[src/rtl/adcSeqPkg.sv]
package adcSeqPkg;

  // control-register bit positions
  localparam int BIT_EN   = 0;
  localparam int BIT_GO   = 1;
  localparam int BIT_FREE = 2;
  localparam int BIT_IE   = 3;
  localparam int BIT_FLAG = 4;
  localparam int BIT_EXT  = 5;

  // strobes from the sequencer to the register datapath
  typedef struct packed {
    logic busy;
    logic sampleTick;
    logic doneTick;
  } seqStrobes_t;

  // settings from the register datapath to the sequencer
  typedef struct packed {
    logic enable;
    logic freeRun;
    logic irqEn;
    logic extMode;   // mode that a conversion starting this cycle uses
  } seqCfg_t;

endpackage

[src/rtl/adcSeqCtrl.sv]
module adcSeqCtrl
  import adcSeqPkg::*;
#(
  parameter int SAMPLE_TICK = 14,
  parameter int LEN_NORMAL  = 26,
  parameter int LEN_EXT     = 25
) (
  input  logic        clk,
  input  logic        rstN,
  input  logic        adcTick,
  input  logic        idleEntry,
  input  logic        swStartReq,
  input  seqCfg_t     cfg,
  output seqStrobes_t strb
);

  localparam int LEN_MAX = (LEN_NORMAL > LEN_EXT) ? LEN_NORMAL : LEN_EXT;
  localparam int CNT_W   = $clog2(LEN_MAX + 1);
  localparam logic [CNT_W-1:0] SAMPLE_IDX = CNT_W'(SAMPLE_TICK - 1);
  localparam logic [CNT_W-1:0] LAST_NORM  = CNT_W'(LEN_NORMAL - 1);
  localparam logic [CNT_W-1:0] LAST_EXT   = CNT_W'(LEN_EXT - 1);

  logic             busy;
  logic             convExt;
  logic [CNT_W-1:0] tickCnt;
  logic             idleArmed;
  logic             startConv;
  logic             liveTick;
  logic             doneTick;

  assign idleArmed = cfg.enable && cfg.irqEn && !cfg.freeRun;
  assign startConv = !busy && (swStartReq || (idleEntry && idleArmed));
  assign liveTick  = busy && cfg.enable && adcTick;
  assign doneTick  = liveTick && (tickCnt == (convExt ? LAST_EXT : LAST_NORM));

  always_ff @(posedge clk or negedge rstN) begin
    if (!rstN) begin
      busy    <= 1'b0;
      convExt <= 1'b0;
      tickCnt <= '0;
    end else if (startConv) begin
      busy    <= 1'b1;
      convExt <= cfg.extMode;
      tickCnt <= '0;
    end else if (!cfg.enable) begin
      busy    <= 1'b0;
      tickCnt <= '0;
    end else if (doneTick) begin
      busy    <= cfg.freeRun;
      convExt <= cfg.extMode;
      tickCnt <= '0;
    end else if (busy && adcTick) begin
      tickCnt <= tickCnt + 1'b1;
    end
  end

  assign strb.busy       = busy;
  assign strb.sampleTick = liveTick && (tickCnt == SAMPLE_IDX);
  assign strb.doneTick   = doneTick;

  // an armed idle entry always launches a conversion
  p_idle_start_r9: assert property (@(posedge clk) disable iff (!rstN)
    (idleEntry && idleArmed && !busy) |=> busy);

  // a single-shot conversion goes idle after its last tick
  p_single_end_r6: assert property (@(posedge clk) disable iff (!rstN)
    (doneTick && !cfg.freeRun) |=> !busy);

  // free-running keeps the sequencer busy across completions
  p_free_chain_r11: assert property (@(posedge clk) disable iff (!rstN)
    (doneTick && cfg.freeRun) |=> busy);

  // dropping enable ends a conversion
  p_abort_r12: assert property (@(posedge clk) disable iff (!rstN)
    (busy && !cfg.enable) |=> !busy);

endmodule

[src/rtl/adcSeqRegs.sv]
module adcSeqRegs
  import adcSeqPkg::*;
#(
  parameter int CH_W  = 3,
  parameter int RES_W = 10,
  parameter int REG_W = 8
) (
  input  logic             clk,
  input  logic             rstN,
  input  logic             regWrEn,
  input  logic [1:0]       regAddr,
  input  logic [REG_W-1:0] regWrData,
  output logic [REG_W-1:0] regRdData,
  input  logic [RES_W-1:0] resultIn,
  input  seqStrobes_t      strb,
  output seqCfg_t          cfg,
  output logic             swStartReq,
  output logic [CH_W-1:0]  chanSel,
  output logic             sampleStrobe,
  output logic             irqOut
);

  localparam logic [1:0] A_CHAN = 2'd0;
  localparam logic [1:0] A_CTRL = 2'd1;
  localparam logic [1:0] A_RESL = 2'd2;

  logic [CH_W-1:0]  chanReg;
  logic [CH_W-1:0]  chanActive;
  logic [CH_W-1:0]  chanNext;
  logic             enable, freeRun, irqEn, extMode, doneFlag;
  logic [RES_W-1:0] resultReg;
  logic             wrChan, wrCtrl;
  logic [REG_W-1:0] ctrlView;
  logic [1:0]       unusedWrBits;

  assign unusedWrBits = regWrData[REG_W-1:REG_W-2];

  assign wrChan   = regWrEn && (regAddr == A_CHAN);
  assign wrCtrl   = regWrEn && (regAddr == A_CTRL);
  assign chanNext = wrChan ? regWrData[CH_W-1:0] : chanReg;

  assign swStartReq = wrCtrl && regWrData[BIT_EN] && regWrData[BIT_GO];

  always_ff @(posedge clk or negedge rstN) begin
    if (!rstN) begin
      chanReg    <= '0;
      chanActive <= '0;
      enable     <= 1'b0;
      freeRun    <= 1'b0;
      irqEn      <= 1'b0;
      extMode    <= 1'b0;
      doneFlag   <= 1'b0;
      resultReg  <= '0;
    end else begin
      if (wrChan) chanReg <= regWrData[CH_W-1:0];
      if (!strb.busy || strb.doneTick) chanActive <= chanNext;
      if (wrCtrl) begin
        enable  <= regWrData[BIT_EN];
        freeRun <= regWrData[BIT_FREE];
        irqEn   <= regWrData[BIT_IE];
        extMode <= regWrData[BIT_EXT];
      end
      if (strb.doneTick) begin
        doneFlag  <= 1'b1;
        resultReg <= resultIn;
      end else if (wrCtrl && regWrData[BIT_FLAG]) begin
        doneFlag <= 1'b0;
      end
    end
  end

  assign cfg.enable  = enable;
  assign cfg.freeRun = freeRun;
  assign cfg.irqEn   = irqEn;
  assign cfg.extMode = wrCtrl ? regWrData[BIT_EXT] : extMode;

  always_comb begin
    ctrlView           = '0;
    ctrlView[BIT_EN]   = enable;
    ctrlView[BIT_GO]   = strb.busy;
    ctrlView[BIT_FREE] = freeRun;
    ctrlView[BIT_IE]   = irqEn;
    ctrlView[BIT_FLAG] = doneFlag;
    ctrlView[BIT_EXT]  = extMode;
  end

  always_comb begin
    case (regAddr)
      A_CHAN:  regRdData = REG_W'(chanReg);
      A_CTRL:  regRdData = ctrlView;
      A_RESL:  regRdData = REG_W'(resultReg);
      default: regRdData = REG_W'(resultReg >> REG_W);
    endcase
  end

  assign chanSel      = chanActive;
  assign sampleStrobe = strb.sampleTick;
  assign irqOut       = doneFlag && irqEn;

  // the mux channel holds while a conversion is under way
  p_chan_hold_r3: assert property (@(posedge clk) disable iff (!rstN)
    (strb.busy && !strb.doneTick) |=> $stable(chanActive));

  // completion raises the flag
  p_flag_set_r6: assert property (@(posedge clk) disable iff (!rstN)
    strb.doneTick |=> doneFlag);

  // completion captures the converter result
  p_capture_r6: assert property (@(posedge clk) disable iff (!rstN)
    strb.doneTick |=> (resultReg == $past(resultIn)));

  // the flag only falls through a write-one clear
  p_flag_clear_r7: assert property (@(posedge clk) disable iff (!rstN)
    $fell(doneFlag) |-> $past(wrCtrl && regWrData[BIT_FLAG]));

endmodule

[src/rtl/adcSeqTop.sv]
module adcSeqTop
  import adcSeqPkg::*;
#(
  parameter int CH_W        = 3,
  parameter int RES_W       = 10,
  parameter int REG_W       = 8,
  parameter int SAMPLE_TICK = 14,
  parameter int LEN_NORMAL  = 26,
  parameter int LEN_EXT     = 25
) (
  input  logic             clk,
  input  logic             rstN,
  input  logic             regWrEn,
  input  logic [1:0]       regAddr,
  input  logic [REG_W-1:0] regWrData,
  output logic [REG_W-1:0] regRdData,
  input  logic             idleEntry,
  input  logic             adcTick,
  input  logic [RES_W-1:0] resultIn,
  output logic [CH_W-1:0]  chanSel,
  output logic             sampleStrobe,
  output logic             irqOut
);

  seqStrobes_t strb;
  seqCfg_t     cfg;
  logic        swStartReq;

  adcSeqCtrl #(
    .SAMPLE_TICK(SAMPLE_TICK),
    .LEN_NORMAL (LEN_NORMAL),
    .LEN_EXT    (LEN_EXT)
  ) uCtrl (
    .clk       (clk),
    .rstN      (rstN),
    .adcTick   (adcTick),
    .idleEntry (idleEntry),
    .swStartReq(swStartReq),
    .cfg       (cfg),
    .strb      (strb)
  );

  adcSeqRegs #(
    .CH_W (CH_W),
    .RES_W(RES_W),
    .REG_W(REG_W)
  ) uRegs (
    .clk         (clk),
    .rstN        (rstN),
    .regWrEn     (regWrEn),
    .regAddr     (regAddr),
    .regWrData   (regWrData),
    .regRdData   (regRdData),
    .resultIn    (resultIn),
    .strb        (strb),
    .cfg         (cfg),
    .swStartReq  (swStartReq),
    .chanSel     (chanSel),
    .sampleStrobe(sampleStrobe),
    .irqOut      (irqOut)
  );

endmodule

[config.mk]
export PLATFORM = sky130hd
export DESIGN_NAME = adcSeqTop
export DESIGN_NICKNAME = d
export VERILOG_FILES = /design/src/rtl/adcSeqPkg.sv /design/src/rtl/adcSeqCtrl.sv /design/src/rtl/adcSeqRegs.sv /design/src/rtl/adcSeqTop.sv
export SDC_FILE = /design/constraint.sdc
export NUM_CORES = 1
export LEC_CHECK = 0
export BUFFER_PORTS_ARGS = -buffer_cell sky130_fd_sc_hd__buf_2
export CORE_MARGIN = 4
export CORE_UTILIZATION = 55
export CTS_CLUSTER_SIZE = 12
export DETAILED_ROUTE_END_ITERATION = 8
export PLACE_DENSITY_LB_ADDON = 0.2
export REMOVE_ABC_BUFFERS = 1
export SLEW_MARGIN = 10
export SYNTH_ARGS = -nofsm -noshare
export SYNTH_HDL_FRONTEND = slang
export SYNTH_SLANG_ARGS = --single-unit
export TNS_END_PERCENT = 5
[constraint.sdc]
create_clock -name clk -period 5.3 [get_ports clk]
set_input_delay 1.06 -clock clk [delete_from_list [all_inputs] [get_ports clk]]
set_output_delay 1.06 -clock clk [all_outputs]
set_load 0.05 [all_outputs]
==> results.md <==
- MaxCap Viol Count: 0
- Residual DRC: 0
- Setup WS pre-CTS: 2.18 ns
- Number of synthesized flops with an enable pin: 0
- Crit-path cells: buf_2, nor2b_1, a22o_1, buf_2
- Drt first pass iters: 4
- Setup crit start: regAddr[1]
- Net Sw Frac: 0.316
- Clock Path Buffers: 2
- Initial Utilization: 0.598
- First DRT Iteration DRCs: 16
- Util after Layout: 0.695
- CP endpoint kind: primary output
- R2R setup slack: 3.04 ns
- Post-synth top area share: 0.515
- Sequential area share after synthesis: 0.515
- Worst flop-to-flop path startpoint: uCtrl.busy
- Compound-Gate Fraction of Synth Area: 0.0643
- Vias per inst: 5.55
- XOR/XNOR share of the synthesized area: 0.00643
- Final Worst Setup Slack: 2.19 ns
- Relative slew margins: 0.484
- Worst path depth: 4
- Port bufs: 35
- Crit-path max FO: 7
- Number of global-route vias before repair: 1,021
- Seq pwr share: 0.540
- Clk pwr share: 0.217
- Fin crit period: 3.11 ns
- Clk_lat worst skew: 0.32 ns
- Antenna Nets Post-Route: 0
- Critical Path Max Stage Delay: 0.38 ns
- Slew Limit Fails: 0
- Status: finished, final reports clean
- Setup CP Type: in2out
- Netlist Area Pre-Place: between 0.001 and 0.0015 mm²
- Register area: between 700 and 800 µm²
- Post-synthesis simple-gate area fraction: 0.143
- Grt ovf: 0
- P_int: 0.000322 W
- Worst Setup EP: regRdData[5]
- Hpwl dp: 1950 µm
- Main synth FF type: dfrtp_1
- Row cnt: 17
- Leak pwr: 0.794 nW
- CP most frequent cell: buf_2
- Mux cell area share after synthesis: 0.225
- Largest net degree at the start of global routing: 29
- RSZ-0062 raised after global routing: no
- Fmax: 0.321 GHz
- Share of post-route cells with drive strength above 1: 0.429
- CTS-repair resized insts: 0
- Fin area: 0.00158 mm²
- Post-Synth Adder-Cell Area: 0.0184
- CTS Buf Count: 3
- Vias post-DR: 972
- CTS tree: done
- Yosys warns: 0
- Area leader, netlist: dfrtp_1
- Largest delay share family, worst path: buffers and inverters
- Fillers: 182
- Synth Register Bits: 28
- Sw Pwr: 0.000149 W
- # H-tree levels: 1
- Synthesis-to-finish area growth: 16.2%
- Buffers and inverters on the worst path: 2
- Peak supply drop: 0.000269 V
- Core area: 0.00228 mm²
- Clock root buffer: clkbuf_4
- Gr usage total: 0.176
- Post-CTS setup buffers: 0
- GP Congestion: 0.770
- First-pass GRT wire length: about 4500 µm
- Final setup TNS: 0 ns
- Final #Nets: 175
- Worst Path Arrival: a little over 2 ns
- Clk slew on worst S/H paths: 0.15 ns
- Final Setup Violations: 0
- Worst endpoint required time: 4.24 ns
- RR Endpoint: uRegs.chanSel[2]
- Syn Area/Cell: 12.4 µm²
- Initial antenna violation count: 0
- Synth top area cells: dfrtp_1 51%, mux2_2 15%, nand2_1 3.9%, mux2_4 3.3%, mux4_1 1.9%
- Worst slew pin tran: around 0.77 ns
- Hold crit path type: reg2reg
- Placement Cell Area: 0.00155 mm²
- Worst path slowest cell: nor2b_1
- # IOs: 38
- Worst Clk Skew: 0.00769 ns
- Reg2reg path depth: 4
- Multi-input gate area: 623 µm²
- CTS Hold Bufs: 0
- Antenna diode count: 0
- CP Launch Type: input port
- # clock sinks: 28
- Comb pwr share: 0.243
- Area of the die: 0.00334 mm²
- Ys async rst share: 1.00
- Die X-Extent: approximately 58 µm
- Synth cell types: 30
- Final hold vios: 0
- Fin crit share: 0.587
- Pwr Density: approximately 300 mW/mm²
- Combinational family with the most area after synthesis: multiplexers
- Final wirelength: between 2000 and 3000 µm
- Die H: 57.8 µm
- Routed len/inst: 14.7 µm
- Synthesized instance count: 110
## metal layers
| metal | vias up | track usage | part of all wire |
|---|---|---|---|
| li1 | 472 | - | - |
| met1 | 475 | 0.216 | 0.42 |
| met2 | 21 | 0.306 | 0.51 |
| met3 | 4 | 0.0267 | 0.049 |
| met4 | 0 | 0.0795 | 0.017 |
| met5 | - | 0 | 0 |
## worst reg2reg max path: stages (launching register included)
cell	delay (ns)
dfrtp_1	0.53
nand3_2	0.11
or4b_1	0.91
nand2_1	0.27
mux2_2	0.36
## flip-flops by register name (all words and copies together), names as in the netlist
| register | count |
|---|---|
| uCtrl.tickCnt | 5 |
| uRegs.extMode | 1 |
| uCtrl.busy | 1 |
| uCtrl.convExt | 1 |
| uRegs.freeRun | 1 |
| uRegs.enable | 1 |
| uRegs.chanReg | 3 |
| uRegs.doneFlag | 1 |
| uRegs.chanSel | 3 |
| uRegs.irqEn | 1 |
| uRegs.resultReg | 10 |
## worst min path at each step
stage	from	endpoint	slack, ns	cells after the start
finish	uRegs.chanSel[1]	uRegs.chanSel[1]	0.52	1
global route	uRegs.resultReg[3]	uRegs.resultReg[3]	0.55	1
CTS	uRegs.chanSel[1]	uRegs.chanSel[1]	0.52	1
detailed placement	uRegs.chanSel[1]	uRegs.chanSel[1]	0.49	1
global placement	uRegs.resultReg[6]	uRegs.resultReg[6]	0.48	1
floorplan	uRegs.resultReg[6]	uRegs.resultReg[6]	0.47	1
## final cells by class
type,instances,share of cell area
well taps,28,0.0222
repair buffers,35,0.111
flip-flops and latches,28,0.443
clock buffers,4,0.0229
inverters,3,0.00712
multi-input cells,77,0.394
## synthesized netlist by cell type, types with 2 or more instances
library cell / n
dfrtp_1: 28
mux2_2: 18
nand2_1: 14
nor2_1: 6
a21oi_1: 3
a22o_1: 3
and2_1: 3
inv_1: 3
mux2_4: 3
nand3_1: 3
o21ai_0: 3
ha_1: 2
nand3b_1: 2
nor2b_1: 2
or3_1: 2
## through the flow
| stage | hold slack (ns) | power (W) | std cells |
|---|---|---|---|
| 2_1_floorplan | 0.471 | 0.000338 | 108 |
| 3_3_place_gp | 0.479 | 0.000371 | 171 |
| 3_5_place_dp | 0.491 | 0.000375 | 171 |
| 4_1_cts | 0.524 | 0.000477 | 175 |
| 5_1_grt | 0.546 | 0.000500 | 175 |
| 6_report | 0.520 | 0.000471 | 175 |
## layout by cell type (no fill, tap or decap)
cell type / count
nand3_1: 3
mux4_1: 1
nor2_1: 6
a21oi_1: 3
nand2_1: 14
nand3b_1: 2
mux4_2: 1
or4b_1: 1
mux2_2: 18
nor4_1: 1
dfrtp_1: 28
nor2b_1: 2
mux2i_1: 1
a22oi_1: 1
and4bb_2: 1
clkbuf_4: 3
mux2_4: 3
a31oi_1: 1
nand3_2: 1
buf_2: 35
and2_1: 3
o21ai_0: 3
ha_1: 2
or3_1: 2
o211ai_1: 1
inv_1: 3
clkbuf_8: 1
a22o_1: 3
o2bb2a_1: 1
nor3b_1: 1
xnor2_1: 1
## cell families after synthesis
group           Yosys count
simple gates             37
flops                    28
mux                      24
compound gates           13
buf+inv                   5
fa+ha+maj                 2
xor+xnor                  1
## power groups by stage
stage	clock, W	combinational (W)	sequential [W]
3_3_place_gp	0	0.000113	0.000258
6_report	0.000102	0.000114	0.000255
4_1_cts	0.000107	0.000116	0.000255
5_1_grt	0.000118	0.000124	0.000258
2_1_floorplan	0	0.0000588	0.000279
3_5_place_dp	0	0.000116	0.000259
(Power assumes the default switching activity.)
